===== src/rtl/wts_pkg.sv =====
package wts_pkg;

    typedef enum logic [2:0] {
        CMD_NOP   = 3'd0,
        CMD_ACT   = 3'd1,
        CMD_READ  = 3'd2,
        CMD_WRITE = 3'd3,
        CMD_PRE   = 3'd4
    } sd_cmd_e;

    typedef enum logic [1:0] {
        RQ_WRITE = 2'd0,
        RQ_READ  = 2'd1,
        RQ_PRE   = 2'd2,
        RQ_ACT   = 2'd3
    } req_kind_e;

    // State names the content of the current cycle.
    typedef enum logic [1:0] {
        ST_IDLE  = 2'd0,
        ST_BURST = 2'd1,
        ST_PWAIT = 2'd2,
        ST_HOLD  = 2'd3
    } seq_st_e;

    typedef struct packed {
        sd_cmd_e cmd;
        logic    oe;
        logic    mask;
        logic    busy;
        logic    all;
    } drive_t;

endpackage


===== src/rtl/wts_ceil_div.sv =====
module wts_ceil_div #(
    parameter int W = 8
) (
    input  logic [W-1:0] num,
    input  logic [W-1:0] den,
    output logic [W-1:0] quo
);
    logic [W:0] den_e;
    logic [W:0] sum;
    logic [W:0] raw;
    logic       unused_hi;

    always_comb begin
        den_e = (den == '0) ? (W+1)'(1) : {1'b0, den};
        sum   = {1'b0, num} + den_e - (W+1)'(1);
        raw   = sum / den_e;
        quo   = (raw == '0) ? W'(1) : raw[W-1:0];
    end

    assign unused_hi = raw[W];
endmodule


===== src/rtl/wts_recovery.sv =====
module wts_recovery #(
    parameter int TW = 8
) (
    input  logic          clk,
    input  logic          rst,
    input  logic          beat_now,
    input  logic [TW-1:0] m_cyc,
    output logic          rec_clear_next
);
    logic [TW-1:0] rec_q;
    logic [TW-1:0] rec_d;

    always_comb begin
        if (beat_now)
            rec_d = m_cyc - TW'(1);
        else if (rec_q != '0)
            rec_d = rec_q - TW'(1);
        else
            rec_d = '0;
        rec_clear_next = (rec_d == '0);
    end

    always_ff @(posedge clk) begin
        if (rst) rec_q <= '0;
        else     rec_q <= rec_d;
    end
endmodule


===== src/rtl/wts_fsm.sv =====
module wts_fsm
    import wts_pkg::*;
#(
    parameter int BLW    = 4,
    parameter int IDXW   = 3,
    parameter int TW     = 8,
    parameter int BANK_W = 2
) (
    input  logic              clk,
    input  logic              rst,
    input  logic              req_valid,
    input  logic [1:0]        req_kind,
    input  logic [BANK_W-1:0] req_bank,
    input  logic              req_all,
    input  logic [BLW-1:0]    bl_eff,
    input  logic              cl3,
    input  logic [TW-1:0]     rp_cyc,
    input  logic              rec_clear_next,
    output drive_t            drv,
    output logic [BANK_W-1:0] bank,
    output logic [IDXW-1:0]   beat
);
    seq_st_e           st_q, st_d;
    drive_t            drv_d;
    logic [BANK_W-1:0] bank_d;
    logic [IDXW-1:0]   beat_d;
    logic [BLW-1:0]    left_q, left_d;
    logic [TW-1:0]     hold_q, hold_d;
    logic              take;
    req_kind_e         kind;

    assign kind = req_kind_e'(req_kind);
    assign take = req_valid && (st_q == ST_IDLE || st_q == ST_BURST);

    always_comb begin
        st_d   = st_q;
        drv_d  = '{cmd: CMD_NOP, oe: 1'b0, mask: 1'b0, busy: 1'b0, all: drv.all};
        bank_d = bank;
        beat_d = beat;
        left_d = left_q;
        hold_d = hold_q;

        case (st_q)
            ST_BURST: begin
                if (left_q != '0) begin
                    drv_d.oe = 1'b1;
                    beat_d   = beat + IDXW'(1);
                    left_d   = left_q - BLW'(1);
                end else begin
                    st_d = ST_IDLE;
                end
            end
            ST_PWAIT: begin
                drv_d.mask = 1'b1;
                drv_d.busy = 1'b1;
                if (rec_clear_next) begin
                    st_d      = ST_HOLD;
                    drv_d.cmd = CMD_PRE;
                    hold_d    = rp_cyc - TW'(1);
                end
            end
            ST_HOLD: begin
                if (hold_q != '0) begin
                    drv_d.busy = 1'b1;
                    hold_d     = hold_q - TW'(1);
                end else begin
                    st_d = ST_IDLE;
                end
            end
            default: ;
        endcase

        if (take) begin
            case (kind)
                RQ_WRITE: begin
                    st_d      = ST_BURST;
                    drv_d.cmd = CMD_WRITE;
                    drv_d.oe  = 1'b1;
                    drv_d.all = 1'b0;
                    bank_d    = req_bank;
                    beat_d    = '0;
                    left_d    = bl_eff - BLW'(1);
                end
                RQ_READ: begin
                    st_d       = ST_HOLD;
                    drv_d.cmd  = CMD_READ;
                    drv_d.oe   = 1'b0;
                    drv_d.busy = 1'b1;
                    drv_d.all  = 1'b0;
                    bank_d     = req_bank;
                    hold_d     = cl3 ? TW'(2) : TW'(1);
                end
                RQ_PRE: begin
                    drv_d.oe   = 1'b0;
                    drv_d.mask = 1'b1;
                    drv_d.busy = 1'b1;
                    drv_d.all  = req_all;
                    bank_d     = req_bank;
                    if (rec_clear_next) begin
                        st_d      = ST_HOLD;
                        drv_d.cmd = CMD_PRE;
                        hold_d    = rp_cyc - TW'(1);
                    end else begin
                        st_d = ST_PWAIT;
                    end
                end
                default: begin
                    if (st_q == ST_IDLE) begin
                        drv_d.cmd = CMD_ACT;
                        drv_d.all = 1'b0;
                        bank_d    = req_bank;
                    end
                end
            endcase
        end
    end

    always_ff @(posedge clk) begin
        if (rst) begin
            st_q   <= ST_IDLE;
            drv    <= '{cmd: CMD_NOP, oe: 1'b0, mask: 1'b0, busy: 1'b0, all: 1'b0};
            bank   <= '0;
            beat   <= '0;
            left_q <= '0;
            hold_q <= '0;
        end else begin
            st_q   <= st_d;
            drv    <= drv_d;
            bank   <= bank_d;
            beat   <= beat_d;
            left_q <= left_d;
            hold_q <= hold_d;
        end
    end
endmodule


===== src/rtl/wr_term_seq.sv =====
module wr_term_seq
    import wts_pkg::*;
#(
    parameter int MAX_BL = 8,
    parameter int TW     = 8,
    parameter int BANK_W = 2,
    parameter int DQM_W  = 4
) (
    input  logic                        clk,
    input  logic                        rst,
    input  logic                        req_valid,
    input  logic [1:0]                  req_kind,
    input  logic [BANK_W-1:0]           req_bank,
    input  logic                        req_all,
    input  logic [$clog2(MAX_BL):0]     cfg_bl,
    input  logic [1:0]                  cfg_cl,
    input  logic [TW-1:0]               cfg_twr,
    input  logic [TW-1:0]               cfg_trp,
    input  logic [TW-1:0]               cfg_tck,
    output logic [2:0]                  sd_cmd,
    output logic [BANK_W-1:0]           sd_bank,
    output logic                        sd_all,
    output logic                        dq_oe,
    output logic [DQM_W-1:0]            dqm,
    output logic [$clog2(MAX_BL)-1:0]   beat_idx,
    output logic                        busy
);
    localparam int IDXW = $clog2(MAX_BL);
    localparam int BLW  = IDXW + 1;

    logic [TW-1:0]  m_cyc;
    logic [TW-1:0]  rp_cyc;
    logic [BLW-1:0] bl_eff;
    logic           rec_clear_next;
    drive_t         drv;

    always_comb begin
        if (cfg_bl == '0)
            bl_eff = BLW'(1);
        else if (cfg_bl > BLW'(MAX_BL))
            bl_eff = BLW'(MAX_BL);
        else
            bl_eff = cfg_bl;
    end

    wts_ceil_div #(.W(TW)) u_m_div (
        .num (cfg_twr),
        .den (cfg_tck),
        .quo (m_cyc)
    );

    wts_ceil_div #(.W(TW)) u_rp_div (
        .num (cfg_trp),
        .den (cfg_tck),
        .quo (rp_cyc)
    );

    wts_recovery #(.TW(TW)) u_rec (
        .clk            (clk),
        .rst            (rst),
        .beat_now       (drv.oe),
        .m_cyc          (m_cyc),
        .rec_clear_next (rec_clear_next)
    );

    wts_fsm #(
        .BLW    (BLW),
        .IDXW   (IDXW),
        .TW     (TW),
        .BANK_W (BANK_W)
    ) u_fsm (
        .clk            (clk),
        .rst            (rst),
        .req_valid      (req_valid),
        .req_kind       (req_kind),
        .req_bank       (req_bank),
        .req_all        (req_all),
        .bl_eff         (bl_eff),
        .cl3            (cfg_cl == 2'd3),
        .rp_cyc         (rp_cyc),
        .rec_clear_next (rec_clear_next),
        .drv            (drv),
        .bank           (sd_bank),
        .beat           (beat_idx)
    );

    assign sd_cmd = drv.cmd;
    assign sd_all = drv.all;
    assign dq_oe  = drv.oe;
    assign busy   = drv.busy;
    assign dqm    = {DQM_W{drv.mask}};
endmodule


===== config.mk =====
export PLATFORM = sky130hd
export DESIGN_NAME = wr_term_seq
export DESIGN_NICKNAME = d
export VERILOG_FILES = /design/src/rtl/wts_pkg.sv /design/src/rtl/wts_ceil_div.sv /design/src/rtl/wts_recovery.sv /design/src/rtl/wts_fsm.sv /design/src/rtl/wr_term_seq.sv
export SDC_FILE = /design/constraint.sdc
export NUM_CORES = 1
export LEC_CHECK = 0
export BUFFER_PORTS_ARGS = -buffer_cell sky130_fd_sc_hd__buf_2
export CORE_UTILIZATION = 45
export CTS_CLUSTER_SIZE = 20
export DETAILED_ROUTE_END_ITERATION = 7
export PLACE_DENSITY = 0.73
export SLEW_MARGIN = 20
export SYNTH_ARGS = -nofsm -noshare
export SYNTH_HDL_FRONTEND = slang
export SYNTH_HIERARCHICAL = 1
export SYNTH_SLANG_ARGS = --single-unit

===== constraint.sdc =====
create_clock -name clk -period 20 [get_ports clk]
set_input_delay 3 -clock clk [delete_from_list [all_inputs] [get_ports clk]]
set_output_delay 3 -clock clk [all_outputs]
set_load 0.1 [all_outputs]

==> Word level (Yosys, flattened, before mapping) <==
Index checks and enable logic that the tools add are counted.
{ "op_classes": {"add_sub_neg": 11, "n_lt_le_gt_ge": 1, "reduce_logical": 19, "n_eq_ne": 6, "div_mod_pow": 2, "muxes": 47} }
{ "op_table": {"columns": ["op", "count"], "rows": [
  ["two-way mux 8 bit", 9],
  ["one-hot mux 8 bit (2 select lines)", 2],
  ["subtractor 8 x 1 -> 8 bit, second input constant", 4],
  ["two-way mux 3 bit", 8],
  ["two-way mux 4 bit", 6],
  ["adder 8 x 9 -> 9 bit", 2],
  ["divider 9 x 9 -> 9 bit", 2],
  ["zero test 9 bit", 2],
  ["subtractor 9 x 1 -> 9 bit, second input constant", 2],
  ["zero test 8 bit", 2],
  ["nonzero test 8 bit", 2],
  ["two-way mux 2 bit", 7],
  ["one-hot mux 2 bit (3 select lines)", 2],
  ["one-hot mux 3 bit (3 select lines)", 1],
  ["equality test 2 bit, second input constant", 4],
  ["two-way mux 1 bit", 8],
  ["subtractor 4 x 1 -> 4 bit, second input constant", 2],
  ["two-way mux 7 bit", 1],
  ["one-hot mux 1 bit (2 select lines)", 3],
  ["equality test 2 x 1 -> 1 bit, second input constant", 2],
  ["> comparator 4 bit, second input constant", 1],
  ["zero test 2 bit", 2],
  ["zero test 4 bit", 1],
  ["AND reduction 2 bit", 2],
  ["other kinds (8)", 9]
]} }
{ "totals": {"elab_cells": 97, "input_bits": 38, "output_inout_bits": 15, "ff_bits": 34} }

==> Depth between registers and ports, before layout <==
{ "depth": {"ltp_word": 15, "depth_mapped": 83, "mapped_depth_nobuf": 79} }

==> By module <==
Netlist, hierarchy kept.
{ "by_module_without_submodules": {"columns": ["module", "area_each_um2", "instances", "cells_each", "seq_area_each_um2"], "rows": [
  ["wts_ceil_div", 2670.1, 2, 376, 0.0],
  ["wts_fsm", 1761.7, 1, 227, 520.5],
  ["wts_recovery", 598.1, 1, 74, 160.2],
  ["wr_term_seq", 58.8, 1, 9, 0.0]
]} }

==> Least setup slack after synthesis <==
No wires, ideal clock.
{ "synth_timing": {"path_type": "input-to-reg", "start": "in cfg_tck[5]", "end": "reg u_fsm.hold_q[2]", "path_stages": 77, "setup_time_ns": 0.078, "t_arrival_ns": 18.616, "setup_slack_ns": 1.306, "t_required_ns": 19.922, "path_buffers": 5, "path_cell_list": "nor4_1 -> and3_1 -> clkbuf_1 -> nor2_1 -> ha_1 -> inv_1 -> ha_1 -> inv_1 -> fa_1 -> nand2b_1 -> a21o_1 -> a311oi_1 -> inv_1 -> ha_1 -> o21a_1 -> o211ai_1 -> or3_1 -> a21bo_2 -> [41 not listed] -> a21o_1 -> a21o_1 -> a21o_1 -> a21oi_1 -> o21ai_0 -> a221oi_1 -> nand3_1 -> or4_1 -> nor2_1 -> xnor2_1 -> o22ai_1 -> nor4_2 -> clkbuf_1 -> clkbuf_1 -> nand2_1 -> nor3_1 -> a211oi_1 -> nor3_1"} }
{ "synth_between": {"elab_chain_cells": 15, "elab_cells_between_ends": 21, "classes_between": "add/sub (6); div (2); mux (9); reduce/logical (4)"} }
{ "synth_lines": {"columns": ["element", "line", "text"], "rows": [
  ["start, declared", "wr_term_seq.sv:19", "input logic [TW-1:0] cfg_tck,"],
  ["zero test 8 bit", "wts_ceil_div.sv:14", "den_e = (den == '0) ? (W+1)'(1) : {1'b0, den};"],
  ["two-way mux 8 bit (*)", "wts_ceil_div.sv:14", null],
  ["adder 8 x 9 -> 9 bit", "wts_ceil_div.sv:15", "sum = {1'b0, num} + den_e - (W+1)'(1);"],
  ["subtractor 9 x 1 -> 9 bit", "wts_ceil_div.sv:15", null],
  ["divider 9 x 9 -> 9 bit (*)", "wts_ceil_div.sv:16", "raw = sum / den_e;"],
  ["zero test 9 bit", "wts_ceil_div.sv:17", "quo = (raw == '0) ? W'(1) : raw[W-1:0];"],
  ["two-way mux 8 bit (*)", "wts_ceil_div.sv:17", null],
  ["named net m_cyc[6]", "wr_term_seq.sv:31", "logic [TW-1:0] m_cyc;"],
  ["subtractor 8 x 1 -> 8 bit (*)", "wts_recovery.sv:15", "rec_d = m_cyc - TW'(1);"],
  ["two-way mux 8 bit (*)", "wts_recovery.sv:14", "if (beat_now)"],
  ["zero test 8 bit (*)", "wts_recovery.sv:20", "rec_clear_next = (rec_d == '0);"],
  ["named net rec_clear_next", "wr_term_seq.sv:34", "logic rec_clear_next;"],
  ["two-way mux 8 bit", "wts_fsm.sv:56", "if (rec_clear_next) begin"],
  ["one-hot mux 8 bit (2 select lines)", "wts_fsm.sv:43", "case (st_q)"],
  ["two-way mux 8 bit", "wts_fsm.sv:99", "if (rec_clear_next) begin"],
  ["one-hot mux 8 bit (2 select lines)", "wts_fsm.sv:74", "case (kind)"],
  ["two-way mux 8 bit (*)", "wts_fsm.sv:73", "if (take) begin"],
  ["end signal, assigned", "wts_fsm.sv:132", "hold_q <= hold_d;"],
  ["end, declared", "wts_fsm.sv:28", "logic [TW-1:0] hold_q, hold_d;"]
]} }
Mark *: on every way through the listed nets, which the timed path passes. The rest lies on a longest branch.
A chain may end at the register's enable or synchronous reset.

==> Worst setup path in the final report <==
{ "layout_timing": {"start": "in cfg_tck[5]", "end": "reg u_fsm.hold_q[1]"} }
Same word-level chain as after synthesis.

==> metrics.cfg <==
[run_status]
status=finished clean

[die]
ioPinCount=53
die_h_um=133.3
die_x_um=133.3
start_util_pct=46.46
core-area_sq_um=16700
row_count=47
die_area_sq_um=17770

[sta]
hold_violations=0
setup_viol=0
maxSlewHeadroom_pct=51.41
timing.final.crit_period_ns=18.80
drv_slew=0
fin_setup_tns_ns=0
period_share_pct=94.00
rsz0062_at_grt=no
fmax_mhz=53.19
skew_ns=0.004500
worst_pin_slew_ns=0.7197

[setup_path]
rrSetupSlack_ns=17.04
critPathMaxStageDelay_ns=0.60
cp_max_fo=7
r2r_cells=9
crit_path_top_delay_cell=or4_1
cp.arrival_ns=18.96
cp_num_buf_inv=12
worstSetupEndpointType=register
timing.rr.end=u_fsm/hold_q[1]
cp_top_family=compound AO/OA/AOI/OAI gates
start_kind=input port
setup.worst_path.class=input port to register
crit_top_cell=ha_1
rr_startpoint=u_rec/rec_q[2]
critPathRequiredTime_ns=20.16

[route]
drc=0
wl_um=20440
firstDrtPassIters=5
postRouteAntennaNets=0
vias=7959
vias_per_cell=5.878
drt-initial-drc-count=594
wl_per_cell_um=15.10

[placed_design]
port_buffers=52
dp.cells=1340
place_congestion=0.9194
hpwl_um=16570

[hold_path]
hold_depth=2
min_to=u_fsm/drv[0]
hold_class=register to register
hp-start=u_fsm/drv[0]

[power]
total_power_mw=1.050
peakVddDrop_v=0.00008101
p_leak_nw=4.036
cellPowerDensity_nw_per_um2=120.9

[final_layout]
layout.nets=1306
regArea_sq_um=680.7
num_antenna_cells=0
final_layout_size_suffix_gt1_share_pct=15.52
area_growth_pct=11.95
final_cells=1354
fillers=1655
multi_input_area_sq_um=6550

[synth]
async_flop_share_pct=0
synth_edf_count=0
synthTopCellsByArea=ha_1 21%, dfxtp_1 8.8%, inv_1 6.2%
postSynthAreaPerCell_sq_um=7.306
synth_area_sq_um=7759
synth_top_area_cell=ha_1
postSynthCellCount=1062
ys_warn_count=6
ys_seq_area_share_pct=8.773
netlist.area_leader.share_pct=21.45
synth.distinct_cells=72
synth-seq-cells=34
synth-main-ff-cell=dfxtp_1
synth_nets=1235

[cts]
htree_levels=2
holdBufCountCts=0
clock-sinks=34
cts_root_buf=clkbuf_16
cts_buffer_depth=2
clk_latency_ns=0.28
tritoncts=built
clkSlewWorstSetupHoldPaths_ns=0.06
cts-buffers-inserted=5

[global_routing]
grt_max_degree=34
antenna_found_initial=0
grt_pass1_wl_um=34310
overflow=0
grt_pass1_vias=7391
track_usage_pct=23.06

[flow_run]
drv_cap=0

-- metal layers --
layer,up-vias,global-route usage [%],wire length (um)
met5,-,0,0
met3,30,1.560,909
met1,3687,30.93,9686
met4,0,6.566,405
li1,4032,-,-
met2,210,39.53,9443
-- cell usage after synthesis (8+ instances only) --
cell type,n
a21o_1,20
dfxtp_1,34
a2111oi_0,12
nor3_1,51
nand3_1,19
o21ai_1,8
and2_1,8
mux2_2,24
nor2b_1,15
inv_1,129
nor2_1,95
ha_1,133
xnor2_1,34
nand2_1,61
or3_1,15
a211oi_1,20
nor3b_1,11
o21ai_0,49
or2_2,8
a31oi_1,11
a21oi_1,58
o21a_1,30
nand2b_1,16
o211ai_1,14
o31ai_1,12
xor2_1,15
nor4_1,10
clkbuf_1,14
mux2i_1,15
-- through the flow --
step           utilization (%)  cell area, sq um  hold WS (ns)  setup slack, ns
5_1_grt                  52.01              8686        0.5103         0.004754
6_report                 52.01              8686        0.4757            1.201
4_1_cts                  51.15              8542        0.4769           0.3803
2_1_floorplan                -              7759        0.5291            1.306
3_5_place_dp             50.24              8391        0.4672           0.1595
3_3_place_gp             50.24              8391        0.4618           0.2018
-- where the power goes --
part / internal [mW] / switching, mW / leakage [nW]
Combinational: 0.395 / 0.482 / 3.69
Sequential: 0.0799 / 0.0151 / 0.278
Clock: 0.0492 / 0.0290 / 0.0729
-- cells in the final DEF (no fill, tap or decap), types with 8 or more instances in the layout --
cell	n
ha_1	133
inv_1	128
nor2_1	95
nand2_1	61
a21oi_1	58
buf_2	52
nor3_1	51
o21ai_0	47
buf_4	35
xnor2_1	34
dfxtp_1	34
o21a_1	30
mux2_2	24
a211oi_1	20
a21o_1	20
nand3_1	18
nand2b_1	16
nor2b_1	15
or3_1	15
xor2_1	15
o211ai_1	14
mux2i_1	14
nor3b_1	11
a31oi_1	11
o31ai_1	10
nor4_1	9
and2_1	8
or2_2	8
a2111oi_0	8
-- logic make-up (layout without fill, tap and decap cells) --
group	count (synthesis)	in the layout	share of synthesized area [%]
AOI/OAI and AO/OA	308	308	27.92
xor gates and xnor gates	49	49	5.531
adders and majority gates	135	135	21.96
buffers and inverters	156	228	8.031
DFF	34	34	8.773
muxes	39	39	5.418
and+or+nand+nor	341	341	22.37
-- worst max path at each step --
| stage | start | end | slack [ns] | cells past startpoint |
|---|---|---|---|---|
| 2_1_floorplan | cfg_tck[5] | u_fsm/hold_q[2] | 1.31 | 77 |
| 3_3_place_gp | cfg_tck[5] | u_fsm/hold_q[4] | 0.20 | 73 |
| 3_5_place_dp | cfg_tck[5] | u_fsm/hold_q[4] | 0.16 | 74 |
| 4_1_cts | cfg_tck[5] | u_fsm/hold_q[7] | 0.38 | 72 |
| 5_1_grt | cfg_tck[5] | u_fsm/hold_q[4] | 0.005 | 71 |
| 6_report | cfg_tck[5] | u_fsm/hold_q[1] | 1.20 | 76 |
-- worst min-delay path: cells and delay by family, from the launching register on --
| family | cells | cell delay, ns |
|---|---|---|
| flip-flops | 1 | 0.31 |
| AO/OA/AOI/OAI | 2 | 0.12 |
-- area by class of cell --
cell class,instances,area share [%]
Inverter,133,5.820
Timing Repair Buffer,87,6.021
Tap cell,220,3.169
Multi-Input combinational cell,872,75.41
Clock inverter,2,0.1441
Sequential cell,34,7.836
Clock buffer,6,1.599
-- repair_timing --
action	4_1_cts	5_1_grt
setup endpoints to repair	0	10
resized for setup	0	23
setup buffers	0	6
-- state kept, by name, indices dropped and copies added, names as in the netlist --
register / count
u_fsm/drv: 7
u_fsm/beat: 3
u_fsm/left_q: 4
u_fsm/hold_q: 8
u_fsm/st_q: 2
u_rec/rec_q: 8
u_fsm/bank: 2
Power figures use the tool's default switching activity.
